<file path="config.mk">
export PLATFORM = sky130hd
export DESIGN_NAME = vid_window_border
export DESIGN_NICKNAME = d
export VERILOG_FILES = /design/src/rtl/vwb_pkg.sv /design/src/rtl/vwb_hlimits.sv /design/src/rtl/vwb_vlimits.sv /design/src/rtl/vid_window_border.sv
export SDC_FILE = /design/constraint.sdc
export NUM_CORES = 1
export LEC_CHECK = 0
export BUFFER_PORTS_ARGS = -buffer_cell sky130_fd_sc_hd__buf_2
export CORE_MARGIN = 1
export CORE_UTILIZATION = 47
export DETAILED_ROUTE_END_ITERATION = 10
export PLACE_DENSITY = 0.93
export SLEW_MARGIN = 40
export SYNTH_ARGS = -nofsm -noshare
export SYNTH_HDL_FRONTEND = slang
export SYNTH_SLANG_ARGS = --single-unit
</file>
<file path="constraint.sdc">
create_clock -name clk -period 3.3 [get_ports clk]
set_input_delay 0 -clock clk [delete_from_list [all_inputs] [get_ports clk]]
set_output_delay 0 -clock clk [all_outputs]
set_load 0.1 [all_outputs]
</file>
<file path="src/rtl/vwb_pkg.sv">
package vwb_pkg;
  // Largest legal horizontal limit per standard
  localparam int H_MAX_M   = 1715;
  localparam int H_MAX_O   = 1727;
  // Offsets from raw vertical code to line number
  localparam int FIRST_OFS_M = 4;
  localparam int FIRST_OFS_O = 1;
  localparam int LAST_OFS_M  = 3;
  localparam int LAST_OFS_O  = 0;
endpackage

</file>
<file path="src/rtl/vwb_hlimits.sv">
module vwb_hlimits #(
  parameter int HW = 11
) (
  input  logic          std_m,
  input  logic [HW-1:0] h_cnt,
  input  logic [HW-1:0] hstart,
  input  logic [HW-1:0] hend,
  output logic          h_act
);
  import vwb_pkg::*;

  localparam logic [HW-1:0] MAX_M = HW'(H_MAX_M);
  localparam logic [HW-1:0] MAX_O = HW'(H_MAX_O);

  logic [HW-1:0] hmax;
  logic          in_range;
  logic          ordered;
  logic          in_span;

  always_comb begin
    hmax     = std_m ? MAX_M : MAX_O;
    in_range = (hstart <= hmax) && (hend <= hmax);
    ordered  = hstart < hend;
    in_span  = (h_cnt >= hstart) && (h_cnt < hend);
    h_act    = in_range && ordered && in_span;
  end

  // a limit past the standard's maximum blanks the line
  always_comb begin
    if ((std_m && (hend > HW'(H_MAX_M))) || (!std_m && (hend > HW'(H_MAX_O))))
      a_r4_end_range: assert (!h_act);
  end

  // reversed or equal limits blank the line
  always_comb begin
    if (!(hend > hstart))
      a_r3_order: assert (!h_act);
  end
endmodule

</file>
<file path="src/rtl/vwb_vlimits.sv">
module vwb_vlimits #(
  parameter int VW = 9,
  parameter int LW = 10
) (
  input  logic          std_m,
  input  logic [LW-1:0] line_cnt,
  input  logic [VW-1:0] first_code,
  input  logic [VW-1:0] last_code,
  output logic          v_act
);
  import vwb_pkg::*;

  localparam int CW = (LW > VW + 1) ? LW : VW + 1;

  logic [CW-1:0] line_x;
  logic [CW-1:0] first_line;
  logic [CW-1:0] last_line;

  always_comb begin
    line_x     = CW'(line_cnt);
    first_line = CW'(first_code) + (std_m ? CW'(FIRST_OFS_M) : CW'(FIRST_OFS_O));
    last_line  = CW'(last_code)  + (std_m ? CW'(LAST_OFS_M)  : CW'(LAST_OFS_O));
    v_act      = (line_x >= first_line) && (line_x <= last_line);
  end

  // in the M-system the line three after the code is still blank
  always_comb begin
    if (std_m && (line_x == CW'(first_code) + CW'(3)))
      a_r5_m_before_first: assert (!v_act);
  end

  // in other systems the line one past the code is blank
  always_comb begin
    if (!std_m && (line_x == CW'(last_code) + CW'(1)))
      a_r6_o_after_last: assert (!v_act);
  end
endmodule

</file>
<file path="src/rtl/vid_window_border.sv">
module vid_window_border #(
  parameter int HW = 11,
  parameter int VW = 9,
  parameter int LW = 10,
  parameter int PW = 24
) (
  input  logic          clk,
  input  logic          rst,
  input  logic          std_m,
  input  logic [HW-1:0] h_cnt,
  input  logic [LW-1:0] line_cnt,
  input  logic [7:0]    hs_lo,
  input  logic [HW-9:0] hs_hi,
  input  logic [7:0]    he_lo,
  input  logic [HW-9:0] he_hi,
  input  logic [VW-2:0] fal_lo,
  input  logic          fal_msb,
  input  logic [VW-2:0] lal_lo,
  input  logic          lal_msb,
  input  logic [PW-1:0] pix_in,
  input  logic [PW-1:0] border,
  output logic          active_o,
  output logic [PW-1:0] pix_o
);
  logic [HW-1:0] hstart;
  logic [HW-1:0] hend;
  logic [VW-1:0] first_code;
  logic [VW-1:0] last_code;
  logic          h_act;
  logic          v_act;
  logic          act_c;

  assign hstart     = {hs_hi, hs_lo};
  assign hend       = {he_hi, he_lo};
  assign first_code = {fal_msb, fal_lo};
  assign last_code  = {lal_msb, lal_lo};

  vwb_hlimits #(.HW(HW)) u_h (
    .std_m  (std_m),
    .h_cnt  (h_cnt),
    .hstart (hstart),
    .hend   (hend),
    .h_act  (h_act)
  );

  vwb_vlimits #(.VW(VW), .LW(LW)) u_v (
    .std_m      (std_m),
    .line_cnt   (line_cnt),
    .first_code (first_code),
    .last_code  (last_code),
    .v_act      (v_act)
  );

  assign act_c = h_act && v_act;

  always_ff @(posedge clk) begin
    if (rst) begin
      active_o <= 1'b0;
      pix_o    <= '0;
    end else begin
      active_o <= act_c;
      pix_o    <= act_c ? pix_in : border;
    end
  end

  // active output carries the previous cycle's pixel
  a_r7_pass: assert property (@(posedge clk) disable iff (rst)
    (!$past(rst) && active_o) |-> (pix_o == $past(pix_in)));

  // border output carries the previous cycle's border colour
  a_r8_border: assert property (@(posedge clk) disable iff (rst)
    (!$past(rst) && !active_o) |-> (pix_o == $past(border)));

  // first cycle after reset shows the cleared output
  a_r1_reset: assert property (@(posedge clk) disable iff (rst)
    $past(rst) |-> (!active_o && pix_o == '0));

  // reversed limits at the ports never yield an active output
  a_r3_ports: assert property (@(posedge clk) disable iff (rst)
    (!$past(rst) && ($past({hs_hi, hs_lo}) >= $past({he_hi, he_lo}))) |-> !active_o);
endmodule

</file>
==> results.cfg <==
[drt]
drc = 0
vias = 2982
drt-vias-per-instance = 5.31
ant_nets = 0
drt_iter0_markers = 105
drt_pass1_iterations = 4
routedWlPerCell_um = 15.5
wirelength_um = 8690

[power_and_ir_drop]
p_leak_nw = 2.02
vdd_drop_max_mv = 0.335
power_density_mw_per_mm2 = 268

[sta]
slew_viol_final = 0
hold_viol_final = 1
fmax_mhz = 313
maxSlewHeadroom_pct = 64.2
report.final.setup_viol = 0
tightest_slew_ns = 0.538
setup_ws_ns = 0.106
hold_slack_ns = -0.00535
fin_crit_sh_pct = 96.8
period_needed_ns = 3.19

[critical_path]
cp-end-kind = flop
start_kind = primary input
cpMaxStageDelayCell = dlygate4sd3_1
worst_ep_arrival_time_ns = 3.40
required_ns = 3.51
worstSetupPathType = in -> reg
cpPeakStageDelay_ns = 0.58
path_cells = buf_4 -> ha_1 -> inv_1 -> fa_1 -> nor2b_2 -> nand4_1 -> xor2_1 -> ha_1 -> nand4_1 -> o31ai_2 -> o22ai_2 -> nor4_4 -> buf_4 -> buf_12 -> mux2i_2 -> dlygate4sd3_1
critical_path.max_fanout = 8

[synth]
yosysSeqAreaShare_pct = 18.1
ys_types = 43
async_flop_share_pct = 0
ys_top_cells_by_count = 60 x ha_1, 53 x nand2b_1, 27 x inv_1
synth.area.top_cells = ha_1 27%, dfxtp_1 18%, nand2b_1 12%
synth_top_area_cell = ha_1
synth_area_mm2 = 0.00276
synth-edff-count = 0
synth_warnings = 0
synth.most_common_cell = ha_1
synth_nets = 492
syn_area_per_cell_um2 = 8.66
ys_seq_elements = 25
synthCells = 319
yosysTopAreaCellShare_pct = 27.2
synthFlopType = dfxtp_1

[status]
violations = negative hold slack
status = finished with violations

[die]
start_util_pct = 49.6
die-area_mm2 = 0.00619
die_w_um = 78.7
ios = 137
fp-row-count = 27
core_area_mm2 = 0.00557
die_h_um = 78.7

[global_route]
grt_pass1_wl_um = 13200
grt_overflow_total = 0
antenna_found_initial = 0
first_global_vias = 3078
gr-usage-all-layers_pct = 26.8
grt_max_degree = 50

[placed_design]
port_buffers = 136
pre_cts_slack_ns = 0.251
dp_cells = 521
place_area_mm2 = 0.00351
place.gp.congestion = 0.878
dp_hpwl_um = 6280

[clocking]
cts_made_buffers = 3
h-tree-depth = 1
numClockSinks = 25
clk_pin_slew_worst_paths_ns = 0.09
cts_buffer_depth = 2
cts_tree = built
cts_root_buf = clkbuf_8

[flow_run]
cap_violations = 0

[finish]
fillers = 420
layout.cells.non_filler = 562
postLayoutCellArea_mm2 = 0.00402
fin_nets = 664
antenna_cells = 0
drive_above_1_share_pct = 34.1
fin_util_pct = 72.1
area_delta_synth_final_pct = 45.5

[worst_hold_path]
min_path_type = in -> reg
per-stage QoR:
step	hold WS [ns]	setup TNS, ns	power (W)
3_3_place_gp	0.255	0	0.000817
4_1_cts	0.000430	0	0.00104
3_5_place_dp	0.264	0	0.000837
5_1_grt	0.000240	-0.0858	0.00115
2_1_floorplan	0.152	0	0.000682
6_report	-0.00535	0	0.00108
layout make-up:
| cell class | instances | area, um^2 | area share, % |
|---|---|---|---|
| multi-input combinational | 257 | 2180 | 54.1 |
| timing repair buffer | 174 | 1090 | 27.2 |
| sequential | 25 | 500 | 12.4 |
| inverter | 30 | 115 | 2.86 |
| tap | 72 | 90.1 | 2.24 |
| clock buffer | 4 | 45.0 | 1.12 |
kinds of logic (layout without fill, tap and decap cells):
family                     Yosys count  in the layout  synth area share [%]
AOI/OAI and AO/OA                   51             51                  12.4
xor gates and xnor gates            14             14                  4.44
adders and majority gates           61             61                  27.9
buffers and inverters               37            208                  5.57
DFF                                 25             25                  18.1
muxes                               24             24                  8.69
and+or+nand+nor                    107            107                  22.9
cell usage in the layout, fill, tap and decap left out, drive strengths merged, types with 2 or more instances in the layout:
master,n
a41oi,2
nand2b,53
o21ai,7
a21oi,16
nand4,9
dlygate4sd3,31
a211o,2
o22ai,3
buf,141
dfxtp,25
nor2,9
mux2i,24
a21o,4
xnor2,5
nand3,5
inv,30
xor2,9
ha,60
o211ai,3
a211oi,5
a221oi,3
nor2b,2
nand2,18
clkbuf,6
nor4,2
and3,2
nor3,2
flip-flops by register name, indices dropped and copies added (netlist names):
signal	cells
pix_o	24
active_o	1
layer usage:
metal	up-vias	global-route usage, %	part of all wire [%]
met4	0	6.85	1.8
met5	-	0	0
met2	111	53.8	55
li1	1472	-	-
met3	16	3.60	4.6
met1	1383	28.6	39
repair_timing:
action / CTS / global route
resized for setup: 0 / 18
hold endpoints to repair: 18 / 1
setup endpoints to repair: 0 / 12
hold buffers: 30 / 1
buffers inserted: 0 / 4
final timing paths:
kind | endpoint | slack [ns] | start | cells past startpoint
max | pix_o[14] | 0.11 | std_m | 16
min | pix_o[7] | -0.005 | pix_in[7] | 3
critical path, delay by kind of cell:
family                   cells  cell delay [ns]
adder cells (fa/ha/maj)      3             0.91
multiplexers                 1             0.23
XOR/XNOR                     1             0.17
AO/OA/AOI/OAI                2             0.39
buffers and inverters        5             1.12
AND/OR/NAND/NOR              4             0.60
power by group:
group | switching, W | internal, W | leakage [nW]
combinational | 0.000351 | 0.000219 | 1.79
clock | 0.0000953 | 0.0000863 | 0.0228
sequential | 0.00000530 | 0.000321 | 0.208
(Power assumes the default switching activity.)
